==> config.mk <==
export PLATFORM = sky130hd
export DESIGN_NAME = seqburst_addr_gen
export DESIGN_NICKNAME = d
export VERILOG_FILES = /design/src/rtl/sbag_pkg.sv /design/src/rtl/sbag_counter.sv /design/src/rtl/sbag_fsm.sv /design/src/rtl/seqburst_addr_gen.sv
export SDC_FILE = /design/constraint.sdc
export NUM_CORES = 1
export LEC_CHECK = 0
export BUFFER_PORTS_ARGS = -buffer_cell sky130_fd_sc_hd__buf_2
export CAP_MARGIN = 20
export CORE_UTILIZATION = 50
export DETAILED_ROUTE_END_ITERATION = 10
export PLACE_DENSITY = 0.76
export SETUP_SLACK_MARGIN = 0.3
export SLEW_MARGIN = 20
export SYNTH_ARGS = -nofsm -noshare
export SYNTH_HDL_FRONTEND = slang
export SYNTH_SLANG_ARGS = --single-unit
==> constraint.sdc <==
create_clock -name clk -period 2.75 [get_ports clk]
set_input_delay 0.4125 -clock clk [delete_from_list [all_inputs] [get_ports clk]]
set_output_delay 0.4125 -clock clk [all_outputs]
set_load 0.005 [all_outputs]
==> src/rtl/sbag_pkg.sv <==
package sbag_pkg;
    typedef enum logic [1:0] {
        S_IDLE  = 2'd0,
        S_HOLD  = 2'd1,
        S_LINK  = 2'd2,
        S_BURST = 2'd3
    } sbag_state_t;
endpackage

==> src/rtl/sbag_counter.sv <==
module sbag_counter #(
    parameter int AW = 16
) (
    input  logic          clk,
    input  logic          rst_n,
    input  logic          load,
    input  logic          step,
    input  logic [AW-1:0] load_val,
    output logic [AW-1:0] cnt_q
);
    localparam logic [AW-1:0] ONE = AW'(1);

    logic [AW-1:0] base;
    logic [AW-1:0] cnt_d;

    always_comb begin
        base  = load ? load_val : cnt_q;
        cnt_d = step ? base + ONE : base;
    end

    always_ff @(posedge clk) begin
        if (!rst_n) cnt_q <= '0;
        else        cnt_q <= cnt_d;
    end
endmodule

==> src/rtl/sbag_fsm.sv <==
module sbag_fsm
    import sbag_pkg::*;
(
    input  logic        clk,
    input  logic        rst_n,
    input  logic        strobe,
    input  logic        burst,
    input  logic        ready,
    output sbag_state_t state_q,
    output logic        fresh,
    output logic        load,
    output logic        step
);
    sbag_state_t state_d;

    always_ff @(posedge clk) begin
        if (!rst_n) state_q <= S_IDLE;
        else        state_q <= state_d;
    end

    always_comb begin
        fresh   = (state_q == S_IDLE) || (state_q == S_LINK && !burst);
        load    = fresh && strobe;
        step    = strobe && ready;
        state_d = state_q;
        if (fresh) begin
            if (strobe) state_d = ready ? S_LINK : S_HOLD;
            else        state_d = S_IDLE;
        end else begin
            unique case (state_q)
                S_HOLD: begin
                    if (!strobe)    state_d = S_IDLE;
                    else if (ready) state_d = S_LINK;
                end
                S_LINK: begin
                    if (strobe) state_d = S_BURST;
                end
                S_BURST: begin
                    if (strobe && !burst && ready) state_d = S_IDLE;
                end
                default: state_d = S_IDLE;
            endcase
        end
    end
endmodule

==> src/rtl/seqburst_addr_gen.sv <==
module seqburst_addr_gen
    import sbag_pkg::*;
#(
    parameter int AW = 16
) (
    input  logic          clk,
    input  logic          rst_n,
    input  logic [AW-1:0] bus_addr,
    input  logic          bus_rd,
    input  logic          bus_wr,
    input  logic          bus_burst,
    input  logic          mem_ready,
    output logic          bus_ack,
    output logic [AW-1:0] mem_addr,
    output logic          mem_rd,
    output logic          mem_wr,
    output logic          in_burst
);
    localparam logic [AW-1:0] ONE = AW'(1);

    sbag_state_t   state_q;
    logic          strobe;
    logic          fresh;
    logic          load;
    logic          step;
    logic [AW-1:0] cnt_q;

    assign strobe = bus_rd | bus_wr;

    sbag_fsm u_fsm (
        .clk     (clk),
        .rst_n   (rst_n),
        .strobe  (strobe),
        .burst   (bus_burst),
        .ready   (mem_ready),
        .state_q (state_q),
        .fresh   (fresh),
        .load    (load),
        .step    (step)
    );

    sbag_counter #(.AW(AW)) u_cnt (
        .clk      (clk),
        .rst_n    (rst_n),
        .load     (load),
        .step     (step),
        .load_val (bus_addr),
        .cnt_q    (cnt_q)
    );

    always_comb begin
        mem_addr = fresh ? bus_addr : cnt_q;
        mem_rd   = bus_rd;
        mem_wr   = bus_wr;
        bus_ack  = !strobe || mem_ready;
        in_burst = (state_q == S_BURST);
    end

    a_r3_step: assert property (@(posedge clk) disable iff (!rst_n)
        (strobe && mem_ready && !fresh) |=> (cnt_q == $past(cnt_q) + ONE));

    a_r6_hold: assert property (@(posedge clk) disable iff (!rst_n)
        (strobe && !mem_ready && !fresh) |=> $stable(mem_addr));

    a_r5_end: assert property (@(posedge clk) disable iff (!rst_n)
        (in_burst && strobe && !bus_burst && mem_ready) |=> !in_burst);

    a_r7_single: assert property (@(posedge clk) disable iff (!rst_n)
        (fresh && strobe && mem_ready) |=> !in_burst);

    a_r10_enter: assert property (@(posedge clk) disable iff (!rst_n)
        (!fresh && !in_burst && strobe && bus_burst) |=> in_burst);
endmodule

==> results.json, run 1 <==
{
  "status": "completed",
  "antenna_found_initial": 0,
  "r2r_cells": 11,
  "clkPwrFrac_pct": 16.1,
  "startpoint": "u_fsm.state_q[0]",
  "io_buffers": 41,
  "cts_root_buf": "clkbuf_4",
  "cts.sinks": 18,
  "r2r-start": "u_fsm.state_q[0]",
  "route.detailed.drc": 0,
  "fin_crit_sh_pct": 85.3,
  "power_switching_uw": 430,
  "drtIter0Drc": 102,
  "synth_top_area_share_pct": 21.8,
  "synth_top_cell_by_area": "dfxtp_1",
  "drive_gt1_share_pct": 39.7,
  "maxSlewViolCount": 0,
  "whs_path_depth": 2,
  "start_kind": "flop",
  "crit_required_ns": 2.96,
  "grt_pass1_vias": 1405,
  "setup_viol": 0,
  "postCtsHoldBufs": 0,
  "syn_nets": 220,
  "routed_wirelength_mm": 4.24,
  "synth_edf_count": 0,
  "netlist_instances": 192,
  "detail_route.vias_per_cell": 5.80,
  "hp-start": "rst_n",
  "core_um2": 3100,
  "antenna_left": 0,
  "insertion_delay_ns": 0.31,
  "synthFlopType": "dfxtp_1",
  "p_int_uw": 670,
  "combPwrFrac_pct": 51.4,
  "synth_area_leaders": "dfxtp_1 (22%), mux2_2 (13%), mux2i_1 (6.7%)",
  "slew-limit-headroom_pct": 62.7,
  "swShare_pct": 39.1,
  "maxCapViolCount": 0,
  "nets": 266,
  "ir_drop_uv": 275,
  "tightest_slew_ns": 0.559,
  "fp-row-count": 20,
  "fp.dieArea_um2": 3540,
  "setup.worst_path.end_class": "flop",
  "cts_buffers": 3,
  "critPathMaxFanout": 4,
  "min_period_ns": 2.35,
  "critPathKind": "reg -> reg",
  "crit_chain": "inv_4 -> ha_4 -> nand2b_4 -> a21oi_4 -> mux2_4 -> ha_4 -> o2111ai_2 -> or4_4 -> xnor2_2 -> o21ai_1 -> a21oi_1",
  "dp_cells": 274,
  "synth_cell_type_count": 50,
  "die_x_um": 59.5,
  "p_seq_share_pct": 32.5,
  "multiInputGateArea_um2": 1270,
  "cts.path.max_buffers": 2,
  "yosys_warnings": 0,
  "hold_class": "in -> reg",
  "worstHoldEndpoint": "u_cnt.cnt_q[10]",
  "regToRegSetupSlack_ns": 0.40,
  "vias": 1631,
  "n_fill_cell": 279,
  "routedWlPerCell_um": 15.1,
  "placed_area_um2": 1900,
  "async_reset_ff_share_pct": 0,
  "hold_viol": 0,
  "regArea_um2": 365,
  "p_leak_uw": 0.000836,
  "initial_utilization_pct": 53.3,
  "yosysSeqAreaShare_pct": 21.8,
  "cts_tree": "built",
  "grt_pass1_wl_mm": 6.54,
  "skew_ns": 0.00580,
  "r2r-end": "u_cnt.cnt_q[12]",
  "grt_start_max_net_pins": 17,
  "n_antenna_cell": 0,
  "areaGrowthSynthToFinish_pct": 22.9,
  "h-tree-depth": 1,
  "crit_top_cell": "ha_4",
  "rsz0062_at_grt": "no",
  "grt_overflow": 0,
  "place.gp.congestion": 0.880,
  "dp_hpwl_mm": 3.09,
  "power.density_nw_per_um2": 541,
  "die_height_um": 59.5,
  "cts.clk_slew.worst_paths_ns": 0.12,
  "synth-seq-cells": 18,
  "holdWs_ns": 0.369,
  "final_cells": 281,
  "avgSynthCellArea_um2": 8.62,
  "final_area_um2": 2030,
  "max_freq_mhz": 426,
  "io_pins": 42,
  "arrival_ns": 2.55,
  "fin_setup_tns_ns": 0,
  "grt_usage_pct": 24.5,
  "critical-path-slowest-cell": "or4_4",
  "synth_area_um2": 1650,
  "critPathMaxStageDelay_ns": 0.51,
  "dr.pass1.iters": 4
}
power groups by stage:
stage	clock network [uW]	registers, uW	logic (uW)
finish	178	357	566
global route	187	363	614
CTS	177	352	543
detailed placement	0	356	504
global placement	0	356	498
floorplan	0	342	363
worst max-delay path: cells and delay by family (launching register included):
kind | cells | cell delay (ns)
and+or+nand+nor | 2 | 0.58
AOI/OAI and AO/OA | 4 | 0.53
DFF | 1 | 0.38
adders and majority gates | 2 | 0.32
muxes | 1 | 0.22
xor gates and xnor gates | 1 | 0.14
buffers and inverters | 1 | 0.09
how the worst max path moves through the flow:
| stage | to | slack (ns) |
|---|---|---|
| 2_1_floorplan | u_cnt.cnt_q[12] | 0.30 |
| 3_3_place_gp | u_cnt.cnt_q[12] | 0.33 |
| 3_5_place_dp | u_cnt.cnt_q[12] | 0.21 |
| 4_1_cts | u_cnt.cnt_q[12] | 0.30 |
| 5_1_grt | u_cnt.cnt_q[12] | 0.31 |
| 6_report | u_cnt.cnt_q[12] | 0.40 |
stage by stage:
stage | util [%] | worst slack [ns] | total power (uW)
2_1_floorplan | - | 0.304 | 705
3_3_place_gp | 61.2 | 0.332 | 854
3_5_place_dp | 61.2 | 0.213 | 860
4_1_cts | 64.5 | 0.301 | 1070
5_1_grt | 65.5 | 0.312 | 1160
6_report | 65.5 | 0.405 | 1100
final cells by class:
| class | instances | area share [%] |
|---|---|---|
| Sequential cell | 18 | 18.0 |
| Multi-Input combinational cell | 157 | 62.7 |
| Clock buffer | 4 | 1.78 |
| Tap cell | 44 | 2.71 |
| Inverter | 10 | 1.97 |
| Timing Repair Buffer | 48 | 12.9 |
cells in the mapped netlist (2+ instances only):
cell type   n
nand2_1     9
nor2b_1     2
xnor2_1     5
inv_1       9
o21ai_0     3
nor3b_1     2
a21oi_1     5
buf_2       2
mux2i_1    11
nor4_1      2
buf_4       3
mux2_2     19
o21a_1      4
a211oi_1    8
xor2_1      6
nor3_1     14
and3_1      2
nor2_1     20
nand3_1     8
dfxtp_1    18
ha_1        6
nand4_1     6
timing repair:
action / 4_1_cts / 5_1_grt
setup buffers: 2 / 1
endpoints found under the setup margin: 13 / 3
resized for setup: 12 / 6
pin swaps: 2 / 1
kinds of logic (layout without fill, tap and decap cells):
family,count (synthesis),count (layout),synth area share (%)
AO/OA/AOI/OAI,34,34,18.2
XOR/XNOR,12,12,6.81
adder cells (fa/ha/maj),6,6,4.54
buffers and inverters,17,62,5.14
flip-flops,18,18,21.8
multiplexers,31,31,20.3
AND/OR/NAND/NOR,74,74,23.3
layer usage:
layer / wire, um / GRT usage [%]
met5: 0 / 0
met3: 275 / 4.15
met2: 1910 / 41.6
met1: 2000 / 32.3
met4: 48 / 5.98
flip-flops by register name, summed over array words and instances, names as in the netlist:
name           flops
u_cnt.cnt_q       16
u_fsm.state_q      2
placed cells by master (no fill, tap or decap), types with 2 or more instances in the layout:
cell	instances
nand4_1	6
mux2i_1	11
mux2_2	17
nand2_1	9
ha_4	3
buf_4	6
nand3_1	8
buf_2	41
ha_1	3
mux2_4	2
dfxtp_1	16
nor2b_1	2
o21ai_0	3
nor4_1	2
nor3b_1	2
o21a_1	4
a21oi_1	5
and3_1	2
nor2_4	2
inv_2	2
inv_1	7
clkbuf_4	3
a211oi_1	8
nor3_1	14
nor2_1	19
xor2_1	6
xnor2_1	5
No activity file was read; power rests on OpenSTA's default activity.
==> inputs of run 2 (changes only) <==
--- a/config.mk
+++ b/config.mk
@@ -9,7 +9,7 @@
 export CAP_MARGIN = 20
 export CORE_UTILIZATION = 50
 export DETAILED_ROUTE_END_ITERATION = 10
-export PLACE_DENSITY = 0.76
+export PLACE_DENSITY = 0.77
 export SETUP_SLACK_MARGIN = 0.3
 export SLEW_MARGIN = 20
 export SYNTH_ARGS = -nofsm -noshare
==> run 2 against run 1 <==
Cell count fell by 0.36%. Largest cell class unchanged. Critical endpoint unchanged. Setup slack better by 0.045 ns. Die area unchanged.
==> results.json, run 2 (synthesis results as in run 1) <==
{
  "place.gp.congestion": 0.891,
  "arrival_ns": 2.47,
  "grt_overflow": 0,
  "areaGrowthSynthToFinish_pct": 21.8,
  "cts.path.max_buffers": 2,
  "rsz0062_at_grt": "no",
  "layout_common_cells": "buf_2 (41), nor2_1 (19), mux2_2 (17)",
  "dp_hpwl_mm": 3.08,
  "crit_required_ns": 2.92,
  "swShare_pct": 39.3,
  "critPathKind": "reg -> reg",
  "insertion_delay_ns": 0.30,
  "vias": 1619,
  "start_kind": "flop",
  "dr.pass1.iters": 4,
  "cts.sinks": 18,
  "nets": 266,
  "io_buffers": 41,
  "hold_viol": 0,
  "fin_setup_tns_ns": 0,
  "holdWs_ns": 0.395,
  "largest_register_ffs": 16,
  "ir_drop_uv": 254,
  "routedWlPerCell_um": 15.0,
  "grt_pass1_vias": 1453,
  "io_pins": 42,
  "regArea_um2": 365,
  "critPathMaxFanout": 4,
  "drive_gt1_share_pct": 39.4,
  "n_fill_cell": 282,
  "skew_ns": 0.0106,
  "detail_route.vias_per_cell": 5.78,
  "cts_root_buf": "clkbuf_4",
  "initial_utilization_pct": 53.3,
  "power.density_nw_per_um2": 522,
  "mostFrequentLayoutCell": "buf_2",
  "core_um2": 3100,
  "maxSlewViolCount": 0,
  "grt_usage_pct": 24.9,
  "cts.clk_slew.worst_paths_ns": 0.11,
  "maxCapViolCount": 0,
  "n_antenna_cell": 0,
  "drtIter0Drc": 74,
  "clkPwrFrac_pct": 12.9,
  "p_int_uw": 639,
  "fp-row-count": 20,
  "route.detailed.drc": 0,
  "max_freq_mhz": 435,
  "place_worst_setup_slack_ns": 0.227,
  "slew-limit-headroom_pct": 64.0,
  "fin_crit_sh_pct": 83.6,
  "p_leak_uw": 0.000827,
  "postCtsHoldBufs": 0,
  "combPwrFrac_pct": 53.1,
  "fin_util_pct": 64.9,
  "fp.dieArea_um2": 3540,
  "h-tree-depth": 1,
  "power_switching_uw": 413,
  "tightest_slew_ns": 0.540,
  "grt_pass1_wl_mm": 6.73,
  "antenna_found_initial": 0,
  "p_seq_share_pct": 34.0,
  "grt_start_max_net_pins": 18,
  "largest-register": "u_cnt.cnt_q",
  "status": "completed",
  "multiInputGateArea_um2": 1270,
  "cts_tree": "built",
  "antenna_left": 0,
  "setup_viol": 0,
  "setup.worst_path.end_class": "flop",
  "min_period_ns": 2.30,
  "setup_slack_ns": 0.450,
  "die_x_um": 59.5,
  "largestRegisters": "u_cnt.cnt_q (16), u_fsm.state_q (2)",
  "routed_wirelength_mm": 4.19,
  "cts_buffers": 3,
  "die_height_um": 59.5,
  "hold_class": "in -> reg"
}
[run 2: cell type report]
type / instances / share of cell area [%]
Inverter: 10 / 1.99
Clock buffer: 3 / 1.12
Sequential cell: 18 / 18.1
Multi-Input combinational cell: 157 / 63.0
Tap cell: 44 / 2.73
Timing Repair Buffer: 48 / 13.0
[run 2: per-stage QoR]
stage	cells	total power (uW)	instance area, um^2
global placement	275	858	1910
detailed placement	275	864	1910
finish	280	1050	2010
global route	280	1120	2010
floorplan	192	705	1650
CTS	278	1010	1940
[run 2: path summary, 6_finish.rpt]
| path | start | to | slack (ns) | cells past startpoint |
|---|---|---|---|---|
| hold / removal | rst_n | u_cnt.cnt_q[10] | 0.40 | 2 |
| setup reg to reg | u_fsm.state_q[0] | u_cnt.cnt_q[12] | 0.45 | 11 |
| setup / recovery | u_fsm.state_q[0] | u_cnt.cnt_q[12] | 0.45 | 11 |
| hold reg to reg | u_fsm.state_q[1] | u_fsm.state_q[1] | 0.56 | 2 |
[run 2: critical path, cell delays in order, from the launching register on]
cell and delay, ns:
dfxtp_4 0.37, inv_4 0.08, ha_4 0.17, nand2b_4 0.07, a21oi_4 0.20, mux2_4 0.21, ha_4 0.15, o2111ai_2 0.13
or4_4 0.51, xnor2_2 0.14, o21ai_1 0.12, a21oi_1 0.05
[run 2: what timing repair did]
action / CTS / global route
resized for setup: 4 / 13
setup buffers: 0 / 2
pin swaps: 1 / 1
endpoints found under the setup margin: 12 / 13
[run 2: metal layers]
| metal | routed length, um | vias to the layer above | GRT usage (%) |
|---|---|---|---|
| met5 | 0 | - | 0 |
| li1 | - | 801 | - |
| met3 | 232 | 6 | 3.28 |
| met2 | 1950 | 56 | 39.2 |
| met1 | 1940 | 756 | 35.0 |
| met4 | 60 | 0 | 8.64 |
[run 2: power groups by stage]
stage | registers, uW | logic, uW | clock network (uW)
after floorplan | 342 | 363 | 0
after global placement | 357 | 501 | 0
after detailed placement | 358 | 506 | 0
after CTS | 352 | 516 | 141
after global routing | 364 | 610 | 150
final | 358 | 558 | 136
